$ cat src/rtl/mc_ctrl_pkg.sv
package mc_ctrl_pkg;

  typedef enum logic [3:0] {
    ST_FETCH, ST_DECODE, ST_ADDR, ST_LOAD, ST_LOADWB,
    ST_STORE, ST_ALUEX, ST_ALUWB, ST_BRANCH, ST_JUMP
  } step_e;

  typedef enum logic [2:0] {
    CL_LOAD, CL_STORE, CL_ALU, CL_BRANCH, CL_JUMP, CL_NONE
  } iclass_e;

  localparam logic [1:0] SRCB_REG   = 2'd0;
  localparam logic [1:0] SRCB_FOUR  = 2'd1;
  localparam logic [1:0] SRCB_OFS   = 2'd2;
  localparam logic [1:0] SRCB_OFSX4 = 2'd3;

  localparam logic [1:0] AOP_ADD  = 2'd0;
  localparam logic [1:0] AOP_SUB  = 2'd1;
  localparam logic [1:0] AOP_FUNC = 2'd2;

  localparam logic [1:0] PCS_ALU  = 2'd0;
  localparam logic [1:0] PCS_OUT  = 2'd1;
  localparam logic [1:0] PCS_JMP  = 2'd2;

  localparam logic [2:0] PH_FETCH = 3'd0;
  localparam logic [2:0] PH_DEC   = 3'd1;
  localparam logic [2:0] PH_EXE   = 3'd2;
  localparam logic [2:0] PH_MEM   = 3'd3;
  localparam logic [2:0] PH_WB    = 3'd4;

  typedef struct packed {
    logic       pc_wr;
    logic       pc_wr_cond;
    logic       iord;
    logic       mem_rd;
    logic       mem_wr;
    logic       ir_wr;
    logic       mem_to_reg;
    logic       reg_dst;
    logic       reg_wr;
    logic       alu_src_a;
    logic [1:0] alu_src_b;
    logic [1:0] alu_op;
    logic [1:0] pc_src;
    logic [2:0] phase;
  } ctrl_t;

endpackage

$ cat src/rtl/mc_op_classify.sv
module mc_op_classify
  import mc_ctrl_pkg::*;
#(
  parameter int              OPW       = 6,
  parameter logic [OPW-1:0]  OP_LOAD   = 6'b100011,
  parameter logic [OPW-1:0]  OP_STORE  = 6'b101011,
  parameter logic [OPW-1:0]  OP_ALU    = 6'b000000,
  parameter logic [OPW-1:0]  OP_BRANCH = 6'b000100,
  parameter logic [OPW-1:0]  OP_JUMP   = 6'b000010
) (
  input  logic [OPW-1:0] opcode,
  output iclass_e        cls
);
  always_comb begin
    if      (opcode == OP_LOAD)   cls = CL_LOAD;
    else if (opcode == OP_STORE)  cls = CL_STORE;
    else if (opcode == OP_ALU)    cls = CL_ALU;
    else if (opcode == OP_BRANCH) cls = CL_BRANCH;
    else if (opcode == OP_JUMP)   cls = CL_JUMP;
    else                          cls = CL_NONE;
  end
endmodule

$ cat src/rtl/mc_step_seq.sv
module mc_step_seq
  import mc_ctrl_pkg::*;
(
  input  logic    clk,
  input  logic    rst,
  input  iclass_e cls_in,
  output step_e   state_q,
  output step_e   state_d
);
  iclass_e cls_q;

  always_comb begin
    state_d = ST_FETCH;
    unique case (state_q)
      ST_FETCH:  state_d = ST_DECODE;
      ST_DECODE: begin
        unique case (cls_in)
          CL_LOAD, CL_STORE: state_d = ST_ADDR;
          CL_ALU:            state_d = ST_ALUEX;
          CL_BRANCH:         state_d = ST_BRANCH;
          CL_JUMP:           state_d = ST_JUMP;
          default:           state_d = ST_FETCH;
        endcase
      end
      ST_ADDR:   state_d = (cls_q == CL_LOAD) ? ST_LOAD : ST_STORE;
      ST_LOAD:   state_d = ST_LOADWB;
      ST_ALUEX:  state_d = ST_ALUWB;
      default:   state_d = ST_FETCH;
    endcase
  end

  always_ff @(posedge clk) begin
    if (rst) begin
      state_q <= ST_FETCH;
      cls_q   <= CL_NONE;
    end else begin
      state_q <= state_d;
      if (state_q == ST_DECODE) cls_q <= cls_in;
    end
  end


  load_to_wb_chk: assert property (@(posedge clk) disable iff (rst)
    state_q == ST_LOAD |=> state_q == ST_LOADWB);


  fetch_to_dec_chk: assert property (@(posedge clk) disable iff (rst)
    state_q == ST_FETCH |=> state_q == ST_DECODE);
endmodule

$ cat src/rtl/mc_ctrl_decode.sv
module mc_ctrl_decode
  import mc_ctrl_pkg::*;
(
  input  step_e st,
  output ctrl_t c
);
  always_comb begin
    c = '0;
    unique case (st)
      ST_FETCH: begin
        c.mem_rd    = 1'b1;
        c.ir_wr     = 1'b1;
        c.pc_wr     = 1'b1;
        c.alu_src_b = SRCB_FOUR;
        c.alu_op    = AOP_ADD;
        c.pc_src    = PCS_ALU;
        c.phase     = PH_FETCH;
      end
      ST_DECODE: begin
        c.alu_src_b = SRCB_OFSX4;
        c.phase     = PH_DEC;
      end
      ST_ADDR: begin
        c.alu_src_a = 1'b1;
        c.alu_src_b = SRCB_OFS;
        c.phase     = PH_EXE;
      end
      ST_LOAD: begin
        c.mem_rd = 1'b1;
        c.iord   = 1'b1;
        c.phase  = PH_MEM;
      end
      ST_LOADWB: begin
        c.reg_wr     = 1'b1;
        c.mem_to_reg = 1'b1;
        c.phase      = PH_WB;
      end
      ST_STORE: begin
        c.mem_wr = 1'b1;
        c.iord   = 1'b1;
        c.phase  = PH_MEM;
      end
      ST_ALUEX: begin
        c.alu_src_a = 1'b1;
        c.alu_src_b = SRCB_REG;
        c.alu_op    = AOP_FUNC;
        c.phase     = PH_EXE;
      end
      ST_ALUWB: begin
        c.reg_wr  = 1'b1;
        c.reg_dst = 1'b1;
        c.phase   = PH_MEM;
      end
      ST_BRANCH: begin
        c.alu_src_a  = 1'b1;
        c.alu_op     = AOP_SUB;
        c.pc_wr_cond = 1'b1;
        c.pc_src     = PCS_OUT;
        c.phase      = PH_EXE;
      end
      ST_JUMP: begin
        c.pc_wr  = 1'b1;
        c.pc_src = PCS_JMP;
        c.phase  = PH_EXE;
      end
      default: c = '0;
    endcase
  end
endmodule

$ cat src/rtl/mc_ctrl_fsm.sv
module mc_ctrl_fsm
  import mc_ctrl_pkg::*;
#(
  parameter int             OPW       = 6,
  parameter logic [OPW-1:0] OP_LOAD   = 6'b100011,
  parameter logic [OPW-1:0] OP_STORE  = 6'b101011,
  parameter logic [OPW-1:0] OP_ALU    = 6'b000000,
  parameter logic [OPW-1:0] OP_BRANCH = 6'b000100,
  parameter logic [OPW-1:0] OP_JUMP   = 6'b000010
) (
  input  logic           clk,
  input  logic           rst,
  input  logic [OPW-1:0] opcode,
  output logic           pc_wr,
  output logic           pc_wr_cond,
  output logic           iord,
  output logic           mem_rd,
  output logic           mem_wr,
  output logic           ir_wr,
  output logic           mem_to_reg,
  output logic           reg_dst,
  output logic           reg_wr,
  output logic           alu_src_a,
  output logic [1:0]     alu_src_b,
  output logic [1:0]     alu_op,
  output logic [1:0]     pc_src,
  output logic [2:0]     phase
);
  iclass_e cls;
  step_e   state_q, state_d;
  ctrl_t   ctrl_d, ctrl_q, ctrl_rst;

  mc_op_classify #(
    .OPW(OPW), .OP_LOAD(OP_LOAD), .OP_STORE(OP_STORE),
    .OP_ALU(OP_ALU), .OP_BRANCH(OP_BRANCH), .OP_JUMP(OP_JUMP)
  ) u_cls (
    .opcode (opcode),
    .cls    (cls)
  );

  mc_step_seq u_seq (
    .clk     (clk),
    .rst     (rst),
    .cls_in  (cls),
    .state_q (state_q),
    .state_d (state_d)
  );

  mc_ctrl_decode u_dec_next (.st(state_d),  .c(ctrl_d));
  mc_ctrl_decode u_dec_rst  (.st(ST_FETCH), .c(ctrl_rst));

  always_ff @(posedge clk) begin
    if (rst) ctrl_q <= ctrl_rst;
    else     ctrl_q <= ctrl_d;
  end

  assign pc_wr      = ctrl_q.pc_wr;
  assign pc_wr_cond = ctrl_q.pc_wr_cond;
  assign iord       = ctrl_q.iord;
  assign mem_rd     = ctrl_q.mem_rd;
  assign mem_wr     = ctrl_q.mem_wr;
  assign ir_wr      = ctrl_q.ir_wr;
  assign mem_to_reg = ctrl_q.mem_to_reg;
  assign reg_dst    = ctrl_q.reg_dst;
  assign reg_wr     = ctrl_q.reg_wr;
  assign alu_src_a  = ctrl_q.alu_src_a;
  assign alu_src_b  = ctrl_q.alu_src_b;
  assign alu_op     = ctrl_q.alu_op;
  assign pc_src     = ctrl_q.pc_src;
  assign phase      = ctrl_q.phase;


  mem_excl_chk: assert property (@(posedge clk) disable iff (rst)
    !(mem_rd && mem_wr));


  ir_wr_fetch_chk: assert property (@(posedge clk) disable iff (rst)
    ir_wr |-> phase == PH_FETCH);


  dec_after_fetch_chk: assert property (@(posedge clk) disable iff (rst)
    phase == PH_FETCH |=> phase == PH_DEC);


  reg_wr_late_chk: assert property (@(posedge clk) disable iff (rst)
    reg_wr |-> (phase == PH_MEM || phase == PH_WB));


  cond_sub_chk: assert property (@(posedge clk) disable iff (rst)
    pc_wr_cond |-> alu_op == AOP_SUB);


  phase_range_chk: assert property (@(posedge clk) disable iff (rst)
    phase <= PH_WB);
endmodule

$ cat config.mk
export PLATFORM = sky130hd
export DESIGN_NAME = mc_ctrl_fsm
export DESIGN_NICKNAME = d
export VERILOG_FILES = /design/src/rtl/mc_ctrl_pkg.sv /design/src/rtl/mc_op_classify.sv /design/src/rtl/mc_step_seq.sv /design/src/rtl/mc_ctrl_decode.sv /design/src/rtl/mc_ctrl_fsm.sv
export SDC_FILE = /design/constraint.sdc
export NUM_CORES = 1
export LEC_CHECK = 0
export BUFFER_PORTS_ARGS = -buffer_cell sky130_fd_sc_hd__buf_4
export CELL_PAD_IN_SITES_DETAIL_PLACEMENT = 0
export CELL_PAD_IN_SITES_GLOBAL_PLACEMENT = 1
export CORE_MARGIN = 2
export CORE_UTILIZATION = 40
export DETAILED_ROUTE_END_ITERATION = 10
export PLACE_DENSITY = 0.79
export SYNTH_ARGS = -nofsm -noshare
export SYNTH_HDL_FRONTEND = slang
export SYNTH_SLANG_ARGS = --single-unit
$ cat constraint.sdc
create_clock -name clk -period 4.33 [get_ports clk]
set_input_delay 0 -clock clk [delete_from_list [all_inputs] [get_ports clk]]
set_output_delay 0 -clock clk [all_outputs]
set_load 0.02 [all_outputs]
======== Word-level counts from Yosys, hierarchy flattened ========
Index checks and enable logic that the tools add are counted.
word-level totals
  register bits after elaboration ......... 26
  output and inout bits ................... 19
  logic and storage cells ................. 72
cells by class
  equal/unequal tests ..................... 21
  multiplexer cells ....................... 22
  reduce and logical (&&, ||, !) cells .... 13
operator list
  cell                                                             number
  4-bit by 3-bit == test with 1-bit output, second input constant  5
  4-bit case mux with 5 select lines                               1
  4-bit by 2-bit == test with 1-bit output, second input constant  4
  4-bit case mux with 4 select lines                               1
  3-bit 2-to-1 mux                                                 5
  6-bit == test, second input constant                             2
  3-bit case mux with 4 select lines                               1
  1-bit 2-to-1 mux                                                 11
  2-bit OR reduction                                               5
  4-bit by 1-bit == test with 1-bit output, second input constant  2
  4-bit == test, second input constant                             2
  4-bit zero test                                                  2
  2-bit case mux with 2 select lines                               2
  3-bit by 2-bit == test with 1-bit output, second input constant  2
  6-bit by 2-bit == test with 1-bit output, second input constant  1
  6-bit by 3-bit == test with 1-bit output, second input constant  1
  3-bit zero test                                                  2
  6-bit zero test                                                  1
  2-bit case mux with 3 select lines                               1
  3-bit OR reduction                                               2
  4-bit OR reduction                                               1
  3-bit by 1-bit == test with 1-bit output, second input constant  1
  3-bit == test, second input constant                             1

======== Logic depth before layout (Yosys ltp) ========
  word-level depth ........................ 13
  depth in mapped cells ................... 6
  depth with buffers taken out ............ 5

======== Hierarchy ========
A second synthesis with hierarchy kept.
second synthesis, totals
  cell total of the unflattened synthesis .. 157
  area, all modules ....................... 1463.9 µm²
modules (own cells, without submodules)
  module          instances  cells each  area each (µm²)  sequential area each (µm²)
  mc_ctrl_fsm     1          41          666.9            380.4
  mc_ctrl_decode  2          32          195.2            0.0
  mc_step_seq     1          44          352.8            140.1
  mc_op_classify  1          8           53.8             0.0

======== Worst setup path after synthesis ========
Ideal clock, no wire load.
  path kind ............................... register to register
  from .................................... register u_seq.state_q[1]
  to ...................................... register ctrl_q, in the netlist pc_wr
  arrival ................................. 1709 ps
  data required time ...................... 4210 ps
  path slack .............................. 2502 ps
  stages on the path, launching flop included .. 6
  path buffers ............................ 1
  path through ............................ dfxtp_1 > or4b_1 > buf_2 > or4_4 > o221ai_2 > nand2_1
on the way
  cells in the longest elaborated chain, start to end .. 5
  elaborated cells on any way between the ends .. 10
ends and longest elaborated chain
  what                                                                    RTL line             source
  from (decl)                                                             mc_step_seq.sv:7     output step_e state_q,
  from (signal assigned)                                                  mc_step_seq.sv:37    state_q <= state_d;
  4-bit by 3-bit == test with 1-bit output, or another cell as far along  mc_step_seq.sv:14    unique case (state_q)
  4-bit case mux with 5 select lines (*)                                  mc_step_seq.sv:14
  4-bit == test or 4-bit zero test (tied branches)                        mc_ctrl_decode.sv:9  unique case (st)
  2-bit OR reduction (no line) (*)                                        --
  1-bit 2-to-1 mux (*)                                                    mc_ctrl_decode.sv:9
  to (signal assigned)                                                    mc_ctrl_fsm.sv:53    if (rst) ctrl_q <= ctrl_rst;
  to (signal assigned)                                                    mc_ctrl_fsm.sv:54    else ctrl_q <= ctrl_d;
  to (decl)                                                               mc_ctrl_fsm.sv:31    ctrl_t ctrl_d, ctrl_q, ctrl_rst;
Mark *: on every way between the ends. The rest lies on a longest branch, timed or not.
A chain may end at the register's enable or synchronous reset.

======== Worst setup path in the final report ========
  from .................................... register u_seq.state_q[1]
  to ...................................... register ctrl_q, in the netlist alu_src_b[1]
on the way
  cells in the longest elaborated chain, start to end .. 4
  elaborated cells on any way between the ends .. 10
ends and longest elaborated chain
  what                                                                    RTL line
  4-bit by 3-bit == test with 1-bit output, or another cell as far along  mc_step_seq.sv:14
  4-bit case mux with 5 select lines (*)                                  mc_step_seq.sv:14
  4-bit by 2-bit == test with 1-bit output, or another cell as far along  mc_ctrl_decode.sv:9
  2-bit case mux with 3 select lines (*)                                  mc_ctrl_decode.sv:9
Marked as above.

==> summary.md <==
| Metric | Value |
|---|---|
| Dpl ws | `about 2.3 ns` |
| Maxcap violations | `0` |
| Clock power share | `36.6%` |
| Post-DRT Antenna Nets | `0` |
| CTS buffer count | `3` |
| Fin. Hold Viols | `0` |
| # IOs | `27` |
| R2r setup slk | `2.30 ns` |
| Critical Path, Cell by Cell | `nor4b_2 -> nand4_1 -> a21oi_2 -> nand2_2 -> a2111oi_2` |
| Total GRT Usage | `~15%` |
| Clock Skew | `0.005580 ns` |
| Rel. slew slack | `between 40 and 50%` |
| Iter 0 DRT Violations | `6` |
| Setup crit start kind | `flip-flop` |
| Seq cells post-synth | `24` |
| Final Setup Violations | `0` |
| Crit path max fanout | `9` |
| Post-cts resize count | `0` |
| Int Pwr | `0.3420 mW` |
| Max IR drop VDD | `roughly 0.21 mV` |
| Pwr per Cell Area | `about 350 nW/um^2` |
| Area Overhead vs Synth | `28.50%` |
| Final period util | `46.79%` |
| Initial antenna violation count | `0` |
| Slew @ Worst Pin | `0.8182 ns` |
| Clock tree from TritonCTS | `done` |
| Worst-Skew Late Latency | `0.31 ns` |
| DP HPWL | `1.471 mm` |
| Crit path kind | `flip-flop to flip-flop` |
| R2R depth | `5` |
| Seq pwr share | `52.7%` |
| Top reg by flops | `u_seq.state_q` |
| FF+latch area | `480.5 sq um` |
| Setup crit end kind | `flip-flop` |
| Starting Density | `42.84%` |
| Final Wtd Congestion | `0.9840` |
| Total Power | `between 0.4 and 0.5 mW` |
| Post-synth cell types | `39` |
| First-pass iteration count of the detailed router | `4` |
| Leading area contributor after synthesis | `dfxtp_1` |
| Leak Pwr | `0.5222 nW` |
| Synth Flop Type | `dfxtp_1` |
| DR vias | `818` |
| Ys async rst share | `0%` |
| # nets final | `140` |
| Largest family of logic cells by synthesized area | `simple AND/OR/NAND/NOR gates` |
| Largest registers | `u_seq.state_q x4, u_seq.cls_q x3` |
| Clk sink count | `24` |
| Xor/xnor share of the synthesized area | `0.9067%` |
| Die Wd | `~53 um` |
| Worst Path Buf+Inv | `0` |
| DIE AREA | `2824 sq um` |
| Vias in the first global route | `739` |
| Comb pwr share | `10.7%` |
| Worst-path clk slew | `0.13 ns` |
| Reg2reg end | `alu_src_b[1]$_SDFF_PP0_` |
| Post-synthesis adder-cell area fraction | `0%` |
| Average size of a mapped cell | `9.288 sq um` |
| NetSw | `0.09514 mW` |
| CORE AREA | `2255 sq um` |
| Sequential fraction of the synthesis area | `roughly half` |
| # DRC | `0` |
| Grt ovf | `0` |
| First-pass GRT wire length | `3.167 mm` |
| Max reg flops | `4` |
| Sw Share | `21.76%` |
| Worst Setup Slack, final | `between 2 and 2.5 ns` |
| H-tree depth | `1` |
| Share of post-route cells with drive strength above 1 | `30.53%` |
| Final Util | `55.05%` |
| CTS root buffer | `clkbuf_4` |
| Maximum clock rate | `0.4936 GHz` |
| Antenna cell count | `0` |
| Hold EP | `u_seq.cls_q[0]$_SDFFE_PP1P_` |
| Largest net degree at the start of global routing | `20` |
| Fin crit period | `2.026 ns` |
| Wirelength per Cell | `11.92 um` |
| Post-synthesis cell count | `104` |
| Rows | `17` |
| Syn. warnings | `0` |
| Overall die height | `53.14 um` |
| Cell area after synthesis | `around 970 sq um` |
| Most frequent cells after synthesis | `dfxtp_1, nor2_1, nand2_1` |
| DRT Wirelength | `1.896 mm` |
| Max clock buf depth | `2` |
| Multi-input gate area | `442.9 sq um` |
| Worst endpoint required time | `4.56 ns` |
| Area share of the largest cell type after synthesis | `roughly half` |
| Post-synth EDFFs | `0` |
| Mapped Nets | `112` |
| RSZ-0062 raised after global routing | `no` |
| Postcts setup bufs | `0` |
| Mux cell area share after synthesis | `0%` |
| Hold depth | `5` |
| Crit-path max cell delay | `0.50 ns` |
| Count leader, synth | `dfxtp_1` |
| I/O Buffers | `26` |
| Hold WC Path Type | `primary input to flip-flop` |
| Crit path max-delay family | `simple AND/OR/NAND/NOR gates` |
| Max-slew violations | `0` |
| Simple logic cell fraction of the synthesized area | `31.22%` |
| Worst r2r src | `u_seq.state_q[1]$_SDFF_PP0_` |
| CP max-delay cell | `nor4b_2` |
| CP arrival | `~2.3 ns` |
| Area contributors post-synth | `dfxtp_1, nor2_1, nand2_1, nor3_1, nor3_2` |
| Hold Startpoint | `opcode[2]` |
| Filler cells | `223` |
| Setup TNS | `0 ns` |
| Status | `completed` |
| Vias per cell | `a little over 5` |
| Compound-Gate Fraction of Synth Area | `13.73%` |
## kinds of logic (layout without fill, tap and decap cells)
group                     after synthesis  count (layout)
and+or+nand+nor                        53              53
DFF                                    24              24
AOI/OAI and AO/OA                      17              17
buffers and inverters                   9              36
xor gates and xnor gates                1               1
## per-layer routing
layer	routed length [um]	vias up	GRT usage [%]
met5	0	-	0
met4	23	0	6.838
met3	86	3	1.695
met2	926	26	26.46
met1	859	370	19.20
li1	-	419	-
## worst min-delay path: stages
cell      delay, ns
buf_4          0.10
nor3_2         0.05
o21ai_0        0.06
o22ai_1        0.08
nand2b_1       0.06
## power by group through the flow
stage / registers (mW) / clock network [mW] / logic (mW)
after floorplan: 0.241 / 0 / 0.0226
after detailed placement: 0.235 / 0 / 0.0457
after global routing: 0.231 / 0.171 / 0.0518
after global placement: 0.235 / 0 / 0.0458
final: 0.230 / 0.160 / 0.0468
after CTS: 0.230 / 0.162 / 0.0473
## area by class of cell
type	count	area share [%]
clock inverters	1	2.419
clock buffers	3	1.815
inverters	4	1.210
repair buffers	28	17.34
flip-flops and latches	24	38.71
well taps	28	2.823
multi-input cells	71	35.69
## cell usage in the layout (no fill, tap or decap), types with 2 or more instances in the layout
cell,netlist,routed
nor3_1,5,5
nand2b_1,3,3
nor4_1,2,2
or3_1,2,2
dfxtp_1,24,24
inv_1,4,4
o22ai_1,2,2
a21oi_1,3,3
nor3b_1,2,2
o21ai_0,2,2
and2_1,2,2
clkbuf_4,0,3
nand2_1,8,8
buf_4,2,26
nor2_1,13,13
and3_1,2,2
nand4_1,2,2
nor2b_1,2,2
nor3_2,2,2
dlygate4sd3_1,0,2
## per-stage QoR
step | instances | area, sq um | hold WS [ns]
after floorplan | 104 | 965.9 | 0.1283
after global placement | 153 | 1169 | 0.2524
after detailed placement | 153 | 1169 | 0.2480
after CTS | 159 | 1241 | 0.05772
after global routing | 159 | 1241 | 0.08956
final | 159 | 1241 | 0.05472
## worst max path at each step
stage,start,endpoint,cells after the start
3_5_place_dp,u_seq.state_q[1]$_SDFF_PP0_,alu_src_b[1]$_SDFF_PP0_,5
2_1_floorplan,u_seq.state_q[1]$_SDFF_PP0_,pc_wr$_SDFF_PP1_,5
3_3_place_gp,u_seq.state_q[1]$_SDFF_PP0_,pc_wr$_SDFF_PP1_,4
4_1_cts,u_seq.state_q[1]$_SDFF_PP0_,alu_src_b[1]$_SDFF_PP0_,5
5_1_grt,u_seq.state_q[0]$_SDFF_PP0_,alu_src_b[1]$_SDFF_PP0_,5
6_report,u_seq.state_q[1]$_SDFF_PP0_,alu_src_b[1]$_SDFF_PP0_,5
## repair_timing
action / CTS / global route
hold buffers: 2 / 0
endpoints found under the setup margin: 0 / 0
endpoints found under the hold margin: 6 / 0
No activity file was read; power rests on OpenSTA's default activity.
